### config.mk
export PLATFORM = sky130hd
export DESIGN_NAME = evtTimer
export DESIGN_NICKNAME = d
export VERILOG_FILES = /design/src/rtl/evtTimerPkg.sv /design/src/rtl/evtTimerCtrl.sv /design/src/rtl/evtTimerDp.sv /design/src/rtl/evtTimer.sv
export SDC_FILE = /design/constraint.sdc
export NUM_CORES = 1
export LEC_CHECK = 0
export BUFFER_PORTS_ARGS = -buffer_cell sky130_fd_sc_hd__buf_4
export CORE_UTILIZATION = 50
export CTS_CLUSTER_DIAMETER = 40
export CTS_CLUSTER_SIZE = 28
export DETAILED_ROUTE_END_ITERATION = 6
export PLACE_DENSITY = 0.74
export SYNTH_ARGS = -nofsm -noshare
export SYNTH_HDL_FRONTEND = slang
export SYNTH_SLANG_ARGS = --single-unit
### constraint.sdc
create_clock -name clk -period 2.1 [get_ports clk]
set_clock_uncertainty 0.05 [all_clocks]
set_input_delay 0.525 -clock clk [delete_from_list [all_inputs] [get_ports clk]]
set_output_delay 0.525 -clock clk [all_outputs]
set_load 0.005 [all_outputs]
### src/rtl/evtTimerPkg.sv
package evtTimerPkg;
  typedef enum logic [1:0] {
    MODE_OFF = 2'b00,
    MODE_EVT = 2'b01,
    MODE_TMR = 2'b10,
    MODE_PW  = 2'b11
  } modeT;

  // strobes from control to datapath
  typedef struct packed {
    logic stepCnt;   // advance counter (or reload on wrap)
    logic loadCnt;   // copy reload value into counter (arming)
  } strobeT;

  localparam int CTRL_BITS = 5;
endpackage

### src/rtl/evtTimerCtrl.sv
module evtTimerCtrl
  import evtTimerPkg::*;
#(
  parameter int SYNC_STAGES = 2
) (
  input  logic                 clk,
  input  logic                 rstN,
  input  logic                 tickEn,
  input  logic                 extIn,
  input  logic                 ctrlWr,
  input  logic [CTRL_BITS-1:0] ctrlWrData,
  input  logic                 ovf,
  output strobeT               strb,
  output logic [CTRL_BITS-1:0] ctrlView,
  output logic                 irqFlag
);
  logic [SYNC_STAGES-1:0] syncQ;
  logic levelPrev;
  logic level, rise, fall;
  logic en, edgeSel, measuring;
  modeT mode;
  logic pwActive, startEdge, holdLevel, pwEnd;

  always_ff @(posedge clk or negedge rstN) begin
    if (!rstN) begin
      syncQ     <= '0;
      levelPrev <= 1'b0;
    end else begin
      syncQ     <= {syncQ[SYNC_STAGES-2:0], extIn};
      levelPrev <= syncQ[SYNC_STAGES-1];
    end
  end

  assign level = syncQ[SYNC_STAGES-1];
  assign rise  = level & ~levelPrev;
  assign fall  = ~level & levelPrev;

  assign pwActive  = en && (mode == MODE_PW);
  assign startEdge = pwActive && !measuring && (edgeSel ? rise : fall);
  assign holdLevel = pwActive && measuring && (level == edgeSel);
  assign pwEnd     = pwActive && measuring && (level != edgeSel);

  always_comb begin
    strb.stepCnt = 1'b0;
    unique case (mode)
      MODE_EVT: strb.stepCnt = en && rise;
      MODE_TMR: strb.stepCnt = en && tickEn;
      MODE_PW:  strb.stepCnt = (startEdge || holdLevel) && tickEn;
      default:  strb.stepCnt = 1'b0;
    endcase
    strb.loadCnt = ctrlWr && ctrlWrData[0] && !en;
  end

  always_ff @(posedge clk or negedge rstN) begin
    if (!rstN) begin
      en        <= 1'b0;
      edgeSel   <= 1'b0;
      mode      <= MODE_OFF;
      irqFlag   <= 1'b0;
      measuring <= 1'b0;
    end else begin
      if (ctrlWr) begin
        en      <= ctrlWrData[0];
        edgeSel <= ctrlWrData[1];
        mode    <= modeT'(ctrlWrData[3:2]);
        irqFlag <= ctrlWrData[4] | ovf;
      end else begin
        if (pwEnd) en <= 1'b0;
        if (ovf) irqFlag <= 1'b1;
      end
      if (!pwActive || pwEnd) measuring <= 1'b0;
      else if (startEdge)     measuring <= 1'b1;
    end
  end

  assign ctrlView = {irqFlag, mode, edgeSel, en};

  // a wrap always leaves the flag raised
  a_r5_irq_on_wrap: assert property (@(posedge clk) disable iff (!rstN)
    ovf |=> irqFlag);
  // flag is sticky without a control write
  a_r6_irq_sticky: assert property (@(posedge clk) disable iff (!rstN)
    (irqFlag && !ctrlWr) |=> irqFlag);
  // return to original level drops enable
  a_r10_pw_self_stop: assert property (@(posedge clk) disable iff (!rstN)
    (pwEnd && !ctrlWr) |=> !en);
  // after self-stop nothing counts until re-armed
  a_r10_no_rearm: assert property (@(posedge clk) disable iff (!rstN)
    (!en && !ctrlWr) |=> !strb.stepCnt);
endmodule

### src/rtl/evtTimerDp.sv
module evtTimerDp
  import evtTimerPkg::*;
#(
  parameter int DW = 8
) (
  input  logic          clk,
  input  logic          rstN,
  input  strobeT        strb,
  input  logic          preWr,
  input  logic [DW-1:0] preData,
  output logic [DW-1:0] cnt,
  output logic          ovf,
  output logic          pfd
);
  localparam logic [DW-1:0] CNT_MAX = {DW{1'b1}};

  logic [DW-1:0] preload;

  assign ovf = strb.stepCnt && (cnt == CNT_MAX);

  always_ff @(posedge clk or negedge rstN) begin
    if (!rstN) begin
      preload <= '0;
      cnt     <= '0;
      pfd     <= 1'b0;
    end else begin
      if (preWr) preload <= preData;
      if (strb.loadCnt)      cnt <= preload;
      else if (strb.stepCnt) cnt <= ovf ? preload : cnt + 1'b1;
      if (ovf) pfd <= ~pfd;
    end
  end

  // wrap reloads the value held before the edge
  a_r5_reload: assert property (@(posedge clk) disable iff (!rstN)
    ovf |=> cnt == $past(preload));
  // square wave moves only on a wrap
  a_r7_pfd_wrap_only: assert property (@(posedge clk) disable iff (!rstN)
    !ovf |=> $stable(pfd));
  // counter holds without a strobe
  a_r11_hold: assert property (@(posedge clk) disable iff (!rstN)
    (!strb.stepCnt && !strb.loadCnt) |=> $stable(cnt));
  // load and step never collide
  a_r2_strobe_excl: assert property (@(posedge clk) disable iff (!rstN)
    !(strb.loadCnt && strb.stepCnt));
endmodule

### src/rtl/evtTimer.sv
module evtTimer
  import evtTimerPkg::*;
#(
  parameter int DW          = 8,
  parameter int SYNC_STAGES = 2
) (
  input  logic          clk,
  input  logic          rstN,
  input  logic          tickEn,
  input  logic          extIn,
  input  logic          regAddr,
  input  logic          regWr,
  input  logic          regRd,
  input  logic [DW-1:0] regWrData,
  output logic [DW-1:0] regRdData,
  output logic          irq,
  output logic          pfdOut
);
  strobeT               strb;
  logic [DW-1:0]        cnt;
  logic                 ovf;
  logic [CTRL_BITS-1:0] ctrlView;

  evtTimerCtrl #(.SYNC_STAGES(SYNC_STAGES)) u_ctrl (
    .clk(clk), .rstN(rstN), .tickEn(tickEn), .extIn(extIn),
    .ctrlWr(regWr && regAddr), .ctrlWrData(regWrData[CTRL_BITS-1:0]),
    .ovf(ovf), .strb(strb), .ctrlView(ctrlView), .irqFlag(irq)
  );

  evtTimerDp #(.DW(DW)) u_dp (
    .clk(clk), .rstN(rstN), .strb(strb),
    .preWr(regWr && !regAddr), .preData(regWrData),
    .cnt(cnt), .ovf(ovf), .pfd(pfdOut)
  );

  always_comb begin
    if (!regRd)       regRdData = '0;
    else if (regAddr) regRdData = {{(DW-CTRL_BITS){1'b0}}, ctrlView};
    else              regRdData = cnt;
  end
endmodule

==> out/metrics.yaml <==
status: "completed"
synthArstFlopShare: 1.00
ant_nets: 0
area_growth_pct: 18.6
pwr-share-comb: 0.282
hold_viol: 0
yosysWarnings: 0
crit_path_start_kind: "flip-flop"
vias: 1091
layout.nets: 174
slew_viol_final: 0
die_w_um: 54.3
initial_core_util: 0.541
antennaDiodeCount: 0
nFillCells: 229
tns_ps: 0
syn_inst: 129
power_frac_seq: 0.553
min_period_ps: 1940
antenna_found_initial: 0
avgRoutedWirePerCell_um: 16.7
tightest_slew_ps: 481
pwr-share-clk: 0.166
yosysSeqAreaShare: 0.477
fin_area_um2: 1620
yosysTopAreaCell: "dfrtp_1"
setup_viol: 0
synth_cell_type_count: 41
crit_arrival_ps: 2160
grt_pass1_vias: 1065
row_count: 18
clockBufferDepth: 2
placeableCoreArea_um2: 2520
clockRootBuffer: "clkbuf_4"
ctsHoldBuffers: 0
synth_edf_count: 0
path_class: "flip-flop to flip-flop"
startpoint: "u_dp.cnt[2]"
overflow: 0
max_cap_violations: 0
cts_made_buffers: 3
synth_top_area_frac: 0.477
synth_flop_cell: "dfrtp_1"
gp_congestion: 0.834
grt_use_total: 0.245
cts.sinks: 26
period_share: 0.924
grt_start_max_net_pins: 27
drive_gt1_frac: 0.276
synthTopCellsByArea: "dfrtp_1 48%, mux2_2 5.8%, mux2i_1 5.1%"
cts_tree: "yes"
r2r-start: "u_dp.cnt[2]"
syn_avg_cell_area_um2: 10.6
ys_ff_latch: 26
drt_pass1_iterations: 4
end_kind: "flip-flop"
vdd_drop_max_mv: 0.618
p_sw_uw: 431
internal_power_uw: 854
post_cts_buffers: 0
rr_endpoint: "u_dp.cnt[3]"
clkSlewWorstSetupHoldPaths_ps: 130
ios: 25
portBuffers: 24
placed_cell_area_um2: 1590
slew_headroom: 0.679
worstPathRequired_ps: 2320
grt_pass1_wl_um: 5010
r2r_slack_ps: 160
p_leak_nw: 0.734
drc_errors: 0
holdWs_ps: 28.1
cts_max_level: 1
synth_fp_nets: 145
synth.cell_area_um2: 1370
fmax_ghz: 0.515
hp-class: "input pin to async pin"
grt_setup_unrepaired: "false"
crit_fanout: 8
wirelength_um: 3100
dieHeight_um: 54.3
insertion_delay_ps: 330
die-area_um2: 2940
reg2reg_depth: 4
initialDrtViolationCount: 13
p_per_area_nw_per_um2: 794
switching_share: 0.336
vias_per_cell: 5.87
hpwl_um: 2330
==> stage by stage <==
step	setup slack, ps	util	std cells	power [mW]
finish	159	0.642	186	1.29
floorplan	336	-	129	0.920
detailed placement	111	0.630	183	1.07
global route	78.0	0.642	186	1.37
CTS	95.7	0.639	186	1.28
global placement	195	0.630	183	1.06
==> logic make-up (layout without fill, tap and decap cells) <==
kind of cell               count (synthesis)  count (layout)  synth area share
adders and majority gates                  1               1           0.00916
AOI/OAI and AO/OA                         24              24             0.144
xor gates and xnor gates                   3               3            0.0193
DFF                                       26              26             0.477
buffers and inverters                      7              34            0.0229
and+or+nand+nor                           54              54             0.219
muxes                                     14              14             0.109
==> worst max-delay path by stage <==
stage	slack, ps	endpoint
global route	80	u_dp.cnt[3]
finish	160	u_dp.cnt[3]
floorplan	340	u_dp.cnt[0]
CTS	100	u_dp.cnt[3]
detailed placement	110	u_dp.cnt[3]
global placement	190	u_dp.cnt[3]
==> metal layers <==
metal / wire length [um] / up-vias / global-route usage
li1: - / 524 / -
met1: 1450 / 531 / 0.318
met2: 1460 / 34 / 0.394
met3: 156 / 2 / 0.0500
met4: 25 / 0 / 0.103
met5: 0 / - / 0
==> area by class of cell <==
class | instances | area, um2 | share of cell area
clock buffer | 3 | 22.5 | 0.0139
tap | 30 | 37.5 | 0.0232
timing repair buffer | 27 | 203 | 0.125
multi-input combinational | 96 | 691 | 0.427
sequential | 26 | 651 | 0.402
inverter | 4 | 15.0 | 0.00927
==> timing repair <==
action | in CTS | in global routing
endpoints found under the setup margin | 0 | 3
endpoints found under the hold margin | 0 | 0
gates resized for setup | 0 | 1
==> registers in the layout (all words and copies together), names as in the netlist <==
name,cells
u_ctrl.en,1
u_dp.cnt,8
u_ctrl.syncQ,2
u_ctrl.edgeSel,1
u_dp.preload,8
u_dp.pfd,1
u_ctrl.levelPrev,1
u_ctrl.irqFlag,1
u_ctrl.measuring,1
u_ctrl.mode,2
==> cell usage in the layout, fill, tap and decap left out, drive strengths merged, types with 3 or more instances in the layout <==
master | Yosys | routed
and2 | 5 | 5
buf | 2 | 27
clkbuf | 1 | 3
dfrtp | 26 | 26
inv | 4 | 4
mux2 | 7 | 7
mux2i | 7 | 7
nand2 | 14 | 14
nand3 | 7 | 7
nor2 | 4 | 4
nor2b | 8 | 8
o21ai | 8 | 8
or3 | 3 | 3
xor2 | 3 | 3
==> power groups by stage <==
stage               Clock [mW]  Combinational, mW  Sequential [mW]
global route             0.231              0.413            0.725
global placement             0              0.345            0.713
detailed placement           0              0.357            0.718
finish                   0.213              0.362            0.710
CTS                      0.217              0.360            0.707
floorplan                    0              0.239            0.681
==> cells in the mapped netlist, types with 3 or more instances <==
master   instances
inv_1            4
nand2_1         13
xor2_1           3
dfrtp_1         26
nor2_1           4
mux2_2           7
nand3_1          7
nor2b_1          8
o21ai_0          6
mux2i_1          7
and2_1           5
or3_1            3
==> critical path: stages (launching register included) <==
cell and delay [ps]:
dfrtp_1 500, and4_1 280, nand4_1 320, o21ai_1 510
a221o_1 230
No activity file was read; power rests on OpenSTA's default activity.
